<file path="src/rtl/wkup_pkg.sv">
// Shared types for the standby wakeup flag controller.
// Assumes: one clock domain for everything after the synchronizers.
package wkup_pkg;
    typedef enum logic [2:0] {
        SEQ_IDLE   = 3'd0,
        SEQ_MASK   = 3'd1,
        SEQ_CLEAR  = 3'd2,
        SEQ_UNMASK = 3'd3,
        SEQ_ENTER  = 3'd4
    } seq_state_t;
endpackage

</file>
<file path="src/rtl/wkup_sync.sv">
// Two-flop synchronizer for each wakeup source line.
// Assumes: each line is quasi-static compared with the clock; no glitch filter.
module wkup_sync #(
    parameter int W = 4
) (
    input  logic         clk,
    input  logic         rst_n,
    input  logic [W-1:0] async_i,
    output logic [W-1:0] sync_o
);
    for (genvar g = 0; g < W; g++) begin : g_bit
        logic meta_q;
        logic stable_q;
        // two stages per line into the clock domain
        always_ff @(posedge clk) begin
            if (!rst_n) begin
                meta_q   <= 1'b0;
                stable_q <= 1'b0;
            end else begin
                meta_q   <= async_i[g];
                stable_q <= meta_q;
            end
        end
        assign sync_o[g] = stable_q;
    end
endmodule

</file>
<file path="src/rtl/wkup_edge.sv">
// Rising-edge detector for each gated source, with the edges ORed together.
// Assumes: the history register tracks the gated level every cycle, and a
// flag clear never touches it.
module wkup_edge #(
    parameter int W = 4
) (
    input  logic         clk,
    input  logic         rst_n,
    input  logic [W-1:0] lvl_i,
    input  logic [W-1:0] en_i,
    input  logic         mask_i,
    output logic         rise_any_o
);
    logic [W-1:0] gated;
    logic [W-1:0] hist_q;
    logic [W-1:0] rise;

    for (genvar g = 0; g < W; g++) begin : g_src
        assign gated[g] = lvl_i[g] & en_i[g] & ~mask_i;
        assign rise[g]  = gated[g] & ~hist_q[g];
        // keep the last gated level of this source
        always_ff @(posedge clk) begin
            if (!rst_n) hist_q[g] <= 1'b0;
            else        hist_q[g] <= gated[g];
        end
    end

    assign rise_any_o = |rise;
endmodule

</file>
<file path="src/rtl/wkup_seq.sv">
// Safe standby entry sequencer: mask, clear, unmask, enter.
// Assumes: a request is taken only when idle and not in standby.
module wkup_seq
    import wkup_pkg::*;
(
    input  logic clk,
    input  logic rst_n,
    input  logic start_i,
    input  logic standby_i,
    output logic mask_o,
    output logic clr_o,
    output logic enter_o,
    output logic busy_o
);
    seq_state_t state_q;
    seq_state_t state_d;

    // next step of the entry order
    always_comb begin
        state_d = state_q;
        unique case (state_q)
            SEQ_IDLE:   if (start_i && !standby_i) state_d = SEQ_MASK;
            SEQ_MASK:   state_d = SEQ_CLEAR;
            SEQ_CLEAR:  state_d = SEQ_UNMASK;
            SEQ_UNMASK: state_d = SEQ_ENTER;
            SEQ_ENTER:  state_d = SEQ_IDLE;
            default:    state_d = SEQ_IDLE;
        endcase
    end

    // state register
    always_ff @(posedge clk) begin
        if (!rst_n) state_q <= SEQ_IDLE;
        else        state_q <= state_d;
    end

    assign mask_o  = (state_q == SEQ_MASK) || (state_q == SEQ_CLEAR);
    assign clr_o   = (state_q == SEQ_CLEAR);
    assign enter_o = (state_q == SEQ_ENTER);
    assign busy_o  = (state_q != SEQ_IDLE);
endmodule

</file>
<file path="src/rtl/wkup_flag_ctrl.sv">
// Standby wakeup flag controller top: enables, sticky flag, standby state
// and wake pulse generation.
// Assumes: the requests and the clear command are single-cycle strobes in the
// clock domain; source lines may be asynchronous.
module wkup_flag_ctrl #(
    parameter int NSRC = 4
) (
    input  logic            clk,
    input  logic            rst_n,
    input  logic [NSRC-1:0] src_i,
    input  logic            en_we_i,
    input  logic [NSRC-1:0] en_wdata_i,
    input  logic            clr_flag_i,
    input  logic            stby_req_i,
    input  logic            safe_req_i,
    output logic [NSRC-1:0] en_o,
    output logic            flag_o,
    output logic            busy_o,
    output logic            standby_o,
    output logic            wake_pulse_o,
    output logic            reset_wake_o
);
    logic [NSRC-1:0] src_sync;
    logic [NSRC-1:0] en_q;
    logic            seq_mask;
    logic            seq_clr;
    logic            seq_enter;
    logic            rise_any;
    logic            flag_q;
    logic            stby_q;
    logic            first_q;
    logic            wake_q;
    logic            porw_q;
    logic            enter;
    logic            leave;

    wkup_sync #(.W(NSRC)) sync_i (
        .clk     (clk),
        .rst_n   (rst_n),
        .async_i (src_i),
        .sync_o  (src_sync)
    );

    wkup_edge #(.W(NSRC)) edge_i (
        .clk        (clk),
        .rst_n      (rst_n),
        .lvl_i      (src_sync),
        .en_i       (en_q),
        .mask_i     (seq_mask),
        .rise_any_o (rise_any)
    );

    wkup_seq seq_i (
        .clk       (clk),
        .rst_n     (rst_n),
        .start_i   (safe_req_i),
        .standby_i (stby_q),
        .mask_o    (seq_mask),
        .clr_o     (seq_clr),
        .enter_o   (seq_enter),
        .busy_o    (busy_o)
    );

    assign enter = seq_enter || (stby_req_i && !busy_o && !stby_q);
    assign leave = stby_q && flag_q;

    // per-source enable bits
    always_ff @(posedge clk) begin
        if (!rst_n)       en_q <= '0;
        else if (en_we_i) en_q <= en_wdata_i;
    end

    // sticky flag: a new edge wins over a clear in the same cycle
    always_ff @(posedge clk) begin
        if (!rst_n)                       flag_q <= 1'b0;
        else if (rise_any)                flag_q <= 1'b1;
        else if (clr_flag_i || seq_clr)   flag_q <= 1'b0;
    end

    // standby state, first-cycle mark and wake outputs
    always_ff @(posedge clk) begin
        if (!rst_n) begin
            stby_q  <= 1'b0;
            first_q <= 1'b0;
            wake_q  <= 1'b0;
            porw_q  <= 1'b0;
        end else begin
            first_q <= enter;
            wake_q  <= leave;
            porw_q  <= leave && first_q;
            if (leave)      stby_q <= 1'b0;
            else if (enter) stby_q <= 1'b1;
        end
    end

    assign en_o         = en_q;
    assign flag_o       = flag_q;
    assign standby_o    = stby_q;
    assign wake_pulse_o = wake_q;
    assign reset_wake_o = porw_q;
endmodule

</file>
<file path="config.mk">
export PLATFORM = sky130hd
export DESIGN_NAME = wkup_flag_ctrl
export DESIGN_NICKNAME = d
export VERILOG_FILES = /design/src/rtl/wkup_pkg.sv /design/src/rtl/wkup_sync.sv /design/src/rtl/wkup_edge.sv /design/src/rtl/wkup_seq.sv /design/src/rtl/wkup_flag_ctrl.sv
export SDC_FILE = /design/constraint.sdc
export NUM_CORES = 1
export LEC_CHECK = 0
export ABC_AREA = 1
export BUFFER_PORTS_ARGS = -buffer_cell sky130_fd_sc_hd__buf_2
export CORE_UTILIZATION = 45
export DETAILED_ROUTE_END_ITERATION = 10
export GPL_ROUTABILITY_DRIVEN = 0
export GPL_TIMING_DRIVEN = 0
export PLACE_DENSITY = 0.78
export SYNTH_ARGS = -nofsm -noshare
export SYNTH_HDL_FRONTEND = slang
export SYNTH_SLANG_ARGS = --single-unit
</file>
<file path="constraint.sdc">
create_clock -name clk -period 1.33 [get_ports clk]
set_clock_uncertainty 0.15 [all_clocks]
set_input_delay 0.0665 -clock clk [delete_from_list [all_inputs] [get_ports clk]]
set_output_delay 0.0665 -clock clk [all_outputs]
set_load 0.01 [all_outputs]
</file>
==> metrics.txt <==
status finished clean; Fmax achieved 832 MHz; GRT Util Overall 17.0%; P per Cell Area 1190 nW/um^2; R2R cell count 7; 1st-iter DRT viols 5; post-DP HPWL 1090 um; vias per cell 4.38; Remaining DRCs 0; synthesis-to-finish area growth 35.4%; FF+latch count, synth 24; H-tree levels 1; RSZ-0062 raised after global routing no; antenna cells 0; max_cap viols 0; Arr. time, crit path 0.99 ns; Netlist cell types 18; Final min period 1.20 ns; Multi-input gate area 280 sq um; Initial Utilization 48.8%; IO buf count 22; TritonRoute pass-1 iters 2; clock latency on the worst-skew pair 0.30 ns; CP endpoint kind output pin; Gate power share 16.2%; register area share after synthesis 56.4%; count of final setup violators 0; Core ar. 1750 sq um; vias in the first global route 649; setup_tns 0 ns; Total Nets Final 159; switch share 24.9%; Slew headroom 87.4%; Yosys Warn Count 0; num ports 23; Reg area 483 sq um; Net Count, Synth 120; Switch Pwr 343 uW; Core Rows 15; Root Buffer clkbuf_4; CP Class reg2out; Worst Path Max Fanout 4; Post-Syn Area 852 sq um; Reg clk slew, reported paths 0.12 ns; Setup crit start kind register; final cell count without fillers 169; total global routing overflow 0; worst slew pin tran 0.187 ns; Flop pwr share 57.4%; clock power share 26.4%; final hold viol count 0; HP Class in2reg; syn avg cell area 8.04 sq um; Critical Path RT 1.11 ns; fill cell count 168; WHS Path Cells 5; die width 45.5 um; Clock Sinks 24; CTS tree done; placed cell count 153; overall power 1.38 mW; post-route cell area 1150 sq um; final worst-path cycle share 90.3%; deepest clock path buffer count 2; Die Y 45.5 um; first-pass GRT wire length 2440 um; Die ar. 2070 sq um; Pleak 0.619 nW; Routed Antenna Nets 0; internal power 1.03 mW; Placed Area 993 sq um; Peak VDD IR 0.000852 V; Avg WL per Cell 9.21 um; Routed WL 1560 um; Cells after Synth 106; Pins Over Slew Limit 0; initial antenna violation count 0; Via Count 740; largest net degree at the start of global routing 14; layout cells sized above 1 26.4%; CTS Buf Count 3
metal layers:
layer / up-vias / GRT usage, % / routed length (um)
met2: 21 / 31.7 / 824
met5: - / 0 / 0
met3: 4 / 3.97 / 47
met4: 0 / 10.9 / 36
met1: 322 / 16.3 / 646
li1: 393 / - / -
worst max-delay path: stages (launching register included):
cell and delay, ns:
dfxtp_1 0.36, nor2_1 0.13, nand2_1 0.06, buf_2 0.13
per-stage QoR:
step	hold slack [ns]	setup WS, ns	util [%]
after detailed placement	0.104	0.103	56.9
after global placement	0.0963	0.132	56.9
after global routing	0.0950	0.0552	66.1
after floorplan	0.0141	0.202	-
after CTS	-0.0906	0.0330	65.9
final	0.0507	0.128	66.1
synthesized netlist by cell type:
cell type	count	area share (%)
a21oi_1	2	1.2
nand3b_1	2	1.8
nand2_4	1	1.3
a211oi_2	1	1.5
o21ai_0	4	2.3
nand2_1	20	8.8
dfxtp_1	24	56
inv_2	2	0.88
nand2_2	2	1.5
nor4_1	1	0.73
buf_2	1	0.59
inv_1	20	8.8
clkbuf_1	1	0.44
nand3_4	1	2.1
nand3_1	3	1.8
nor3_1	1	0.59
o21ai_2	1	1.0
nor2_1	19	8.4
flip-flops by register name, indices dropped and copies added, names as in the netlist:
name,flops
sync_i.g_bit.meta_q,4
wake_pulse_o,1
standby_o,1
reset_wake_o,1
seq_i.state_q,3
edge_i.hist_q,4
en_o,4
first_q,1
sync_i.g_bit.stable_q,4
flag_o,1
layout make-up:
| cell class | instances | share of cell area [%] |
|---|---|---|
| well taps | 25 | 2.71 |
| inverters | 22 | 7.16 |
| flip-flops and latches | 24 | 41.9 |
| plain buffers | 2 | 0.868 |
| repair buffers | 34 | 20.0 |
| multi-input cells | 58 | 24.3 |
| clock buffers | 4 | 3.15 |
final timing paths:
check	from	slack [ns]	end
hold reg to reg	sync_i.g_bit[1].meta_q	0.28	sync_i.g_bit[1].stable_q
setup reg to reg	seq_i.state_q[0]	0.17	flag_o
hold / removal	clr_flag_i	0.05	flag_o
setup / recovery	seq_i.state_q[2]	0.13	busy_o
power by group through the flow:
stage | Clock [mW] | Combinational (mW) | Sequential (mW)
floorplan | 0 | 0.126 | 0.808
global placement | 0 | 0.190 | 0.802
detailed placement | 0 | 0.196 | 0.805
CTS | 0.376 | 0.223 | 0.789
global route | 0.402 | 0.248 | 0.797
finish | 0.363 | 0.222 | 0.790
cells by family after synthesis:
kind of cell	synth area share, %
and+or+nand+nor	26.9
DFF	56.4
AOI/OAI and AO/OA	6.02
buffers and inverters	10.7
what timing repair did:
| action | in CTS | in global routing |
|---|---|---|
| hold endpoints to repair | 11 | 4 |
| setup buffers | 0 | 0 |
| setup endpoints to repair | 0 | 7 |
| hold buffers | 12 | 1 |
| resized for setup | 0 | 4 |
cell usage in the layout (no fill, tap or decap):
master / count
clkbuf_4: 3
inv_1: 20
clkbuf_2: 1
nor3_1: 1
nand3_1: 3
nor2_1: 19
inv_2: 2
a211oi_2: 1
o21ai_0: 4
nand3_4: 1
nor4_1: 1
dfxtp_2: 2
dfxtp_1: 22
nand2_4: 1
clkbuf_8: 1
nand2_1: 20
o21ai_2: 1
dlygate4sd3_1: 12
nand3b_1: 2
nand2_2: 2
a21oi_1: 2
buf_2: 23
No activity file was read; power rests on OpenSTA's default activity.
